==> config.mk <==
export PLATFORM = sky130hd
export DESIGN_NAME = ilc_csr_check
export DESIGN_NICKNAME = d
export VERILOG_FILES = /design/src/rtl/ilc_pkg.sv /design/src/rtl/ilc_csr_check.sv
export SDC_FILE = /design/constraint.sdc
export NUM_CORES = 1
export LEC_CHECK = 0
export ABC_CLOCK_PERIOD_IN_PS = 1000
export BUFFER_PORTS_ARGS = -buffer_cell sky130_fd_sc_hd__buf_4
export CAP_MARGIN = 20
export CORE_AREA = 4 4 41 43
export DETAILED_ROUTE_END_ITERATION = 8
export DIE_AREA = 0 0 45 47
export GPL_ROUTABILITY_DRIVEN = 0
export MAX_ROUTING_LAYER = met4
export PLACE_DENSITY = 0.33
export SLEW_MARGIN = 20
export SYNTH_ARGS = -nofsm -noshare
export SYNTH_HDL_FRONTEND = slang
export SYNTH_SLANG_ARGS = --single-unit
==> constraint.sdc <==
create_clock -name vclk -period 1
set_input_delay 0.15 -clock vclk [all_inputs]
set_output_delay 0.15 -clock vclk [all_outputs]
set_load 0.02 [all_outputs]
==> src/rtl/ilc_pkg.sv <==
package ilc_pkg;
  localparam int unsigned CAUSE_W = 5;
  localparam logic [CAUSE_W-1:0] CAUSE_ILLEGAL = 5'd2;
  localparam logic [CAUSE_W-1:0] CAUSE_VIRTUAL = 5'd22;

  localparam int unsigned LVL_W = 2;
  localparam logic [LVL_W-1:0] LVL_U  = 2'd0;
  localparam logic [LVL_W-1:0] LVL_S  = 2'd1;
  localparam logic [LVL_W-1:0] LVL_HS = 2'd2;

  localparam int unsigned RM_W = 3;
  localparam logic [RM_W-1:0] RM_DYNAMIC    = 3'd7;
  localparam logic [RM_W-1:0] RM_LAST_VALID = 3'd4;

  localparam int unsigned NUM_CHECKS = 4;
endpackage

==> src/rtl/ilc_csr_check.sv <==
module ilc_csr_check
  import ilc_pkg::*;
(
  input  logic             en_i,
  input  logic             wr_i,
  input  logic [3:0]       addr_hi_i,   // CSR address bits [11:8]
  input  logic [LVL_W-1:0] priv_i,
  input  logic             virt_i,
  input  logic             ext_s_i,
  input  logic             ext_h_i,
  output logic             unsup_o,
  output logic             viol_o,
  output logic             viol_virtual_o
);
  logic             read_only;
  logic [LVL_W-1:0] req_lvl;
  logic [LVL_W-1:0] eff_lvl;

  always_comb begin
    read_only = &addr_hi_i[3:2];
    req_lvl   = addr_hi_i[1:0];
    // supervisor outside a guest runs at hypervisor-supervisor level
    eff_lvl   = (priv_i == LVL_S && !virt_i) ? LVL_HS : priv_i;
    unsup_o   = en_i && ((req_lvl == LVL_S  && !ext_s_i) ||
                         (req_lvl == LVL_HS && !ext_h_i));
    viol_o    = en_i && ((wr_i && read_only) || (eff_lvl < req_lvl));
    viol_virtual_o = (req_lvl == LVL_HS);
  end
endmodule

==> impl_results.md, run 1 <==
- Outcome: complete, but fails checks
- Failing checks: negative setup slack
- Number of global-route vias before repair: 192
- Average wire per cell in the routed design: 9.617 um
- Overall fraction of global-route tracks in use: 5.118%
- Post-CTS Repair Setup Buffers: 0
- Post-place setup slack: -0.2899 ns
- Power consumption: 132.7 uW
- Initial cell density of the core: 7.692%
- Setup Viol. Count Final: 1
- Hold WC Path Type: input pin to output port
- Total placed instance area: 270.3 um^2
- Worst EP required: 0.85 ns
- Final number of max-transition violations: 0
- Count of filler cells inserted in the layout: 156
- Minimum period implied by the final worst setup slack: 1.241 ns
- Synth Area in Simple Gates: 43.75%
- Post-synthesis share of cell area spent on xor and xnor gates: 0%
- 1st-pass router iterations: 1
- Combinational family with the most area after synthesis: simple AND/OR/NAND/NOR gates
- DRC Markers: 0
- Setup repair after global routing missed its margin: true
- Final Routed Wirelength: 452 um
- Max rail drop VDD: 158.4 uV
- Largest net degree at the start of global routing: 4
- Mean Syn Cell Area: 7.150 um^2
- Layout Nets: 46
- Count of unique library cells instantiated by Yosys: 11
- Compound-gate portion of the synthesized area: 32.50%
- Core Area: 1301 um^2
- Total standard cell area after synthesis: 100.1 um^2
- Final worst-path cycle share: 124.1%
- Share of synthesized cell area in full adder, half adder and majority cells: 12.50%
- Width of the chip: 45 um
- Actual slew at the worst max-slew pin: 0.1544 ns
- Area of the multi-input gates: 125.1 um^2
- Post-layout util: 24.33%
- Critical Path Fanout Max: 2
- Synth Net Count: 26
- DRT antenna net count: 0
- IO buf count: 14
- Gr ovfl total: 0
- Synthesized netlist cell count: 14
- Placement Rows: 13
- Number of synthesis warnings: 0
- Nature of the critical path endpoint: output port
- Via count of the routed design: 170
- Detail Placement HPWL: 432.7 um
- Leakage dissipation: 0.1551 nW
- I/O pin count: 14
- Wire length of the first global-routing pass: 807 um
- Max-capacitance violation count: 0
- Highest attainable clock frequency: 0.8057 GHz
- Die ar.: 2115 um^2
- Sequential cell count: 0
- Worst endpoint data arrival time: 1.09 ns
- Die Y: 47 um
- Proportion of synthesized area in mux cells: 0%
- Antenna violations before repair: 0
- Register cell area after layout: 0 um^2
- Share of final-layout standard cells stronger than drive strength 1: 81.25%
- Number of diodes: 0
- Clock buffer instance count of the final layout: 0
- Post-route cell area: 316.6 um^2
- Worst slew margin relative to its limit: 89.70%
- PwrDens: 419.1 nW/um^2
- Starting DRC count in detailed routing: 0
- Summed negative setup slack over all endpoints: -0.2411 ns
- Vias per cell: 3.617
- CP Launch Type: input pin
- Start-to-end type of the worst setup path: input pin to output port
- Sequential share of the synthesized area: 0%
- Number of hold-slack violations in the final timing report: 0
- Number of hold-repair buffers added at the cts stage: 0
- Growth of design area from synthesis to finish: 216.3%
- Final worst slack: -0.2411 ns
## cell usage after synthesis
cell type | instances | share of area, %
inv_1 | 3 | 11
nor2b_2 | 2 | 18
a21boi_1 | 1 | 7.5
a21o_1 | 1 | 7.5
a21oi_1 | 1 | 5.0
ha_1 | 1 | 12
nand2b_1 | 1 | 6.3
nand3_1 | 1 | 5.0
nand3b_1 | 1 | 7.5
nor3b_1 | 1 | 7.5
o211ai_2 | 1 | 12
## layer usage
metal	vias up	part of all wire [%]	track usage (%)
met5	-	0	-
met4	0	0	0
met3	0	18	1.149
met2	14	44	9.040
met1	72	37	6.292
li1	84	-	-
## repair_timing
| item | in CTS | in global routing |
|---|---|---|
| pin swaps | 4 | 0 |
| setup endpoints to repair | 2 | 2 |
| resized for setup | 11 | 1 |
| endpoints found under the hold margin | 0 | 0 |
## critical path, cell delays in order
cell and delay [ns]:
buf_6 0.09, a21o_1 0.19, ha_4 0.22, o211ai_2 0.06
nand3b_1 0.10, a21boi_2 0.15, buf_6 0.13
## final cells by class
type                            instances  area share, %
Tap cell                               15          5.929
Multi-Input combinational cell         11          39.53
Timing Repair Buffer                   18          50.99
Inverter                                3          3.557
## stage by stage
stage	instances	hold slack [ns]
after floorplan	14	0.3505
after global placement	47	0.5764
after detailed placement	47	0.5815
after CTS	47	0.5944
after global routing	47	0.6036
final	47	0.5916
## layout by cell type (no fill, tap or decap), drive strengths merged
| cell type | instances |
|---|---|
| nand3b | 1 |
| nor3b | 1 |
| buf | 18 |
| inv | 3 |
| nand2b | 1 |
| a21boi | 1 |
| a21o | 1 |
| a21oi | 1 |
| nand3 | 1 |
| o211ai | 1 |
| ha | 1 |
| nor2b | 2 |
## kinds of logic after synthesis
logic type / count (synthesis)
buffers and inverters: 3
and+or+nand+nor: 6
adders and majority gates: 1
AOI/OAI and AO/OA: 4
## report_power, final
group          internal, mW  leakage, nW  switching [mW]
Sequential                0            0               0
Clock                     0            0               0
Combinational        0.0831        0.155          0.0496
## path summary, 6_finish.rpt
check | start | end | cells past startpoint
hold / removal | addr_hi_i[0] | viol_virtual_o | 3
setup / recovery | priv_i[0] | viol_o | 7
Note: power is estimated with default switching activity, not from simulation.
==> run 2, diff against run 1 <==
CELL_PAD_IN_SITES_DETAIL_PLACEMENT = 1   (was not set)
CELL_PAD_IN_SITES_GLOBAL_PLACEMENT = 2   (was not set)
PLACE_DENSITY = 0.58   (was 0.33)
==> run 2 against run 1 <==
The run still ends with negative setup slack left. Power increased by 6.9%. Global-route usage increased by 0.16 points. Final cell count increased by 4.3%. Worst hold slack improved by 0.049 ns. Critical path depth unchanged. Critical path type unchanged. Count of clock-buffer cells in the layout unchanged. Combinational power increased by 7%.
==> impl_results.md, run 2 (synthesis results as in run 1) <==
- Outcome: complete, but fails checks
- Failing checks: negative setup slack
- Average wire per cell in the routed design: 10.22 um
- I/O pin count: 14
- Most frequent cell on the critical path: buf_6
- Via count of the routed design: 166
- CP top delay family: compound AO/OA/AOI/OAI gates
- Highest-count cells in the layout ignoring fill and taps: 13 x buf_4, 6 x buf_6, 2 x inv_1
- Antenna violations before repair: 0
- Sequential cell count: 0
- Hold WC Path Type: input pin to output port
- DRC Markers: 0
- Count of buffer and inverter cells on the critical path: 2
- Max rail drop VDD: 121.8 uV
- Initial cell density of the core: 7.692%
- Detail Placement HPWL: 423.2 um
- Clock buffer instance count of the final layout: 0
- Vias per cell: 3.388
- Post-layout util: 25.77%
- Final worst slack: -0.2466 ns
- Summed negative setup slack over all endpoints: -0.2466 ns
- Final Routed Wirelength: 501 um
- Critical-path cell with the highest stage delay: ha_4
- Power consumption: 141.8 uW
- Max-capacitance violation count: 0
- Die ar.: 2115 um^2
- Critical Path Fanout Max: 2
- Growth of design area from synthesis to finish: 235.0%
- 1st-pass router iterations: 2
- Minimum period implied by the final worst setup slack: 1.247 ns
- Placement Rows: 13
- PwrDens: 423.0 nW/um^2
- Overall fraction of global-route tracks in use: 5.280%
- Start-to-end type of the worst setup path: input pin to output port
- Die Y: 47 um
- Nature of the critical path endpoint: output port
- Actual slew at the worst max-slew pin: 0.1383 ns
- Number of diodes: 0
- Delay contributed by the slowest stage of the critical path: 0.22 ns
- Largest net degree at the start of global routing: 4
- Worst endpoint data arrival time: 1.10 ns
- Number of hold-slack violations in the final timing report: 0
- Starting DRC count in detailed routing: 2
- DRT antenna net count: 0
- Gr ovfl total: 0
- Wire length of the first global-routing pass: 834 um
- Final number of max-transition violations: 0
- IO buf count: 14
- Leakage dissipation: 0.1662 nW
- Worst EP required: 0.85 ns
- Setup Viol. Count Final: 1
- Cell breakdown of the critical path: buf_6, a21o_1, ha_4, o211ai_2, nand3b_1, a21boi_2, buf_6
- Highest attainable clock frequency: 0.8022 GHz
- Core Area: 1301 um^2
- Register cell area after layout: 0 um^2
- Width of the chip: 45 um
- Number of hold-repair buffers added at the cts stage: 0
- Worst slew margin relative to its limit: 90.77%
- Layout Nets: 48
- Count of filler cells inserted in the layout: 161
- Setup repair after global routing missed its margin: true
- CP Launch Type: input pin
- Number of global-route vias before repair: 202
- Share of final-layout standard cells stronger than drive strength 1: 82.35%
- Most common cell after layout, fill and taps aside: buf_4
- Final worst-path cycle share: 124.7%
run 2: changes by cell type in the layout (fill, tap and decap cells not counted):
| cell | before | now |
|---|---|---|
| buf_4 | 11 | 13 |
| buf_8 | 0 | 1 |
| buf_6 | 7 | 6 |
run 2: final cells by class:
cell class,instances,area (um^2),share of cell area [%]
multi-input combinational,11,125.1,37.31
timing repair buffer,20,180.2,53.73
inverter,3,11.26,3.358
tap,15,18.77,5.597
run 2: where the power goes:
| part | internal (mW) | leakage [nW] | total [mW] | switching [mW] |
|---|---|---|---|---|
| clock network | 0 | 0 | 0 | 0 |
| registers | 0 | 0 | 0 | 0 |
| logic | 0.0898 | 0.166 | 0.142 | 0.0520 |
run 2: metrics by stage:
| stage | worst slack, ns | hold slack (ns) | cells | cell area (um^2) |
|---|---|---|---|---|
| after floorplan | -0.1178 | 0.3505 | 14 | 116.4 |
| after global placement | -0.2689 | 0.6393 | 48 | 277.8 |
| after detailed placement | -0.2924 | 0.6399 | 48 | 277.8 |
| after CTS | -0.2673 | 0.6447 | 49 | 316.6 |
| after global routing | -0.3261 | 0.6597 | 49 | 335.3 |
| final | -0.2466 | 0.6407 | 49 | 335.3 |
run 2: path summary, 6_finish.rpt:
path	start	end	slack [ns]	depth (start not counted)
max	priv_i[0]	viol_o	-0.25	7
min	en_i	unsup_o	0.64	3
run 2: routing by layer:
metal	part of all wire (%)	global-route usage (%)	vias up
li1	-	-	88
met1	51	7.865	67
met2	39	8.192	11
met3	11	0.3831	0
met4	0	0	0
met5	0	-	-
run 2: timing repair:
action | 4_1_cts | 5_1_grt
hold endpoints to repair | 0 | 0
cloned | 0 | 0
gates resized for setup | 9 | 5
endpoints found under the setup margin | 2 | 2
buffers inserted | 1 | 1
pin swaps | 7 | 6
==> run 3, diff against run 2 <==
PLACE_DENSITY = not set   (was 0.58)
PLACE_DENSITY_LB_ADDON = 0.1   (was not set)
==> run 3 against run 2 <==
The run still ends with negative setup slack left. Combinational power is 3% lower. First-iteration DRC count is 100% lower. Fmax is 1.6% lower. Via count is 9.0% higher. Global-route usage is 0.97 points lower. Critical endpoint unchanged. Core utilization is 0.38 points lower. Non-clock buffer count stayed put. Sequential cell count stayed put. Final cell count stayed put.
==> impl_results.md, run 3 (synthesis results as in run 1) <==
- Final worst slack: -0.2667 ns
- Antenna violations before repair: 0
- Actual slew at the worst max-slew pin: 0.1469 ns
- Initial cell density of the core: 7.692%
- Overall fraction of global-route tracks in use: 4.305%
- Critical Path Fanout Max: 2
- DRC Markers: 0
- Clock buffer instance count of the final layout: 0
- Highest attainable clock frequency: 0.7894 GHz
- Starting DRC count in detailed routing: 0
- 1st-pass router iterations: 1
- Highest-count cells in the layout ignoring fill and taps: 13 x buf_4, 6 x buf_6, 2 x inv_1, 2 x nor2b_2
- Placement Rows: 13
- Die Y: 47 um
- Outcome: complete, but fails checks
- Layout Nets: 48
- Final number of max-transition violations: 0
- Share of final-layout standard cells stronger than drive strength 1: 82.35%
- DRT antenna net count: 0
- Largest net degree at the start of global routing: 4
- Width of the chip: 45 um
- Post-place setup slack: -0.2995 ns
- Via count of the routed design: 181
- Gr ovfl total: 0
- PwrDens: 416.3 nW/um^2
- Wire length of the first global-routing pass: 703 um
- Leakage dissipation: 0.1623 nW
- Register cell area after layout: 0 um^2
- Final Routed Wirelength: 442 um
- Average wire per cell in the routed design: 9.020 um
- IO buf count: 14
- Post-layout util: 25.38%
- Max-capacitance violation count: 0
- Number of global-route vias before repair: 187
- Setup Viol. Count Final: 1
- Growth of design area from synthesis to finish: 230.0%
- Number of hold-slack violations in the final timing report: 0
- Nature of the critical path endpoint: output port
- Max rail drop VDD: 100.7 uV
- Setup repair after global routing missed its margin: true
- Final worst-path cycle share: 126.7%
- Detail Placement HPWL: 403.2 um
- Worst slew margin relative to its limit: 90.20%
- Start-to-end type of the worst setup path: input pin to output port
- Core Area: 1301 um^2
- CP Launch Type: input pin
- Hold WC Path Type: input pin to output port
- Worst EP required: 0.85 ns
- Count of filler cells inserted in the layout: 162
- Worst endpoint data arrival time: 1.12 ns
- Sequential cell count: 0
- Vias per cell: 3.694
- I/O pin count: 14
- Failing checks: negative setup slack
- Die ar.: 2115 um^2
- Minimum period implied by the final worst setup slack: 1.267 ns
- Most common cell after layout, fill and taps aside: buf_4
- Number of diodes: 0
-- run 3: per-stage QoR --
stage | hold slack (ns) | setup TNS, ns | power (mW) | cell area, um^2 | std cells
2_1_floorplan | 0.3505 | -0.1178 | 0.04658 | 116.4 | 14
3_3_place_gp | 0.6277 | -0.3558 | 0.1141 | 277.8 | 48
3_5_place_dp | 0.6384 | -0.3782 | 0.1169 | 277.8 | 48
4_1_cts | 0.6404 | -0.2794 | 0.1364 | 322.8 | 49
5_1_grt | 0.6584 | -0.3629 | 0.1492 | 330.3 | 49
6_report | 0.6329 | -0.2667 | 0.1375 | 330.3 | 49
-- run 3: power breakdown --
part           switching [mW]  internal, mW
clock network               0             0
logic                  0.0496        0.0880
registers                   0             0
total                  0.0496        0.0880
-- run 3: cell type report --
class,instances,area [um^2],area share (%)
inverters,3,11.26,3.409
multi-input cells,11,120.1,36.36
well taps,15,18.77,5.682
repair buffers,20,180.2,54.55
-- run 3: worst max-delay path, stage by stage --
cell,delay (ns)
buf_6,0.09
a21o_1,0.19
ha_4,0.22
o211ai_2,0.05
nand3b_1,0.12
a21boi_2,0.17
buf_6,0.13
-- run 3: routing by layer --
metal,up-vias,routed length (um),GRT usage (%)
li1,88,-,-
met1,85,155,5.169
met2,8,235,8.192
met3,0,52,0.3831
met4,0,0,0
met5,-,0,-
-- run 3: path summary, 6_finish.rpt --
| path | to | slack, ns | start | cells after the start |
|---|---|---|---|---|
| max | viol_o | -0.27 | priv_i[0] | 7 |
| min | unsup_o | 0.63 | en_i | 3 |
-- run 3: what timing repair did --
action / in CTS / in global routing
gates resized for setup: 10 / 3
pin swaps: 7 / 4
buffers inserted: 1 / 1
hold buffers: 0 / 0
endpoints found under the setup margin: 2 / 2
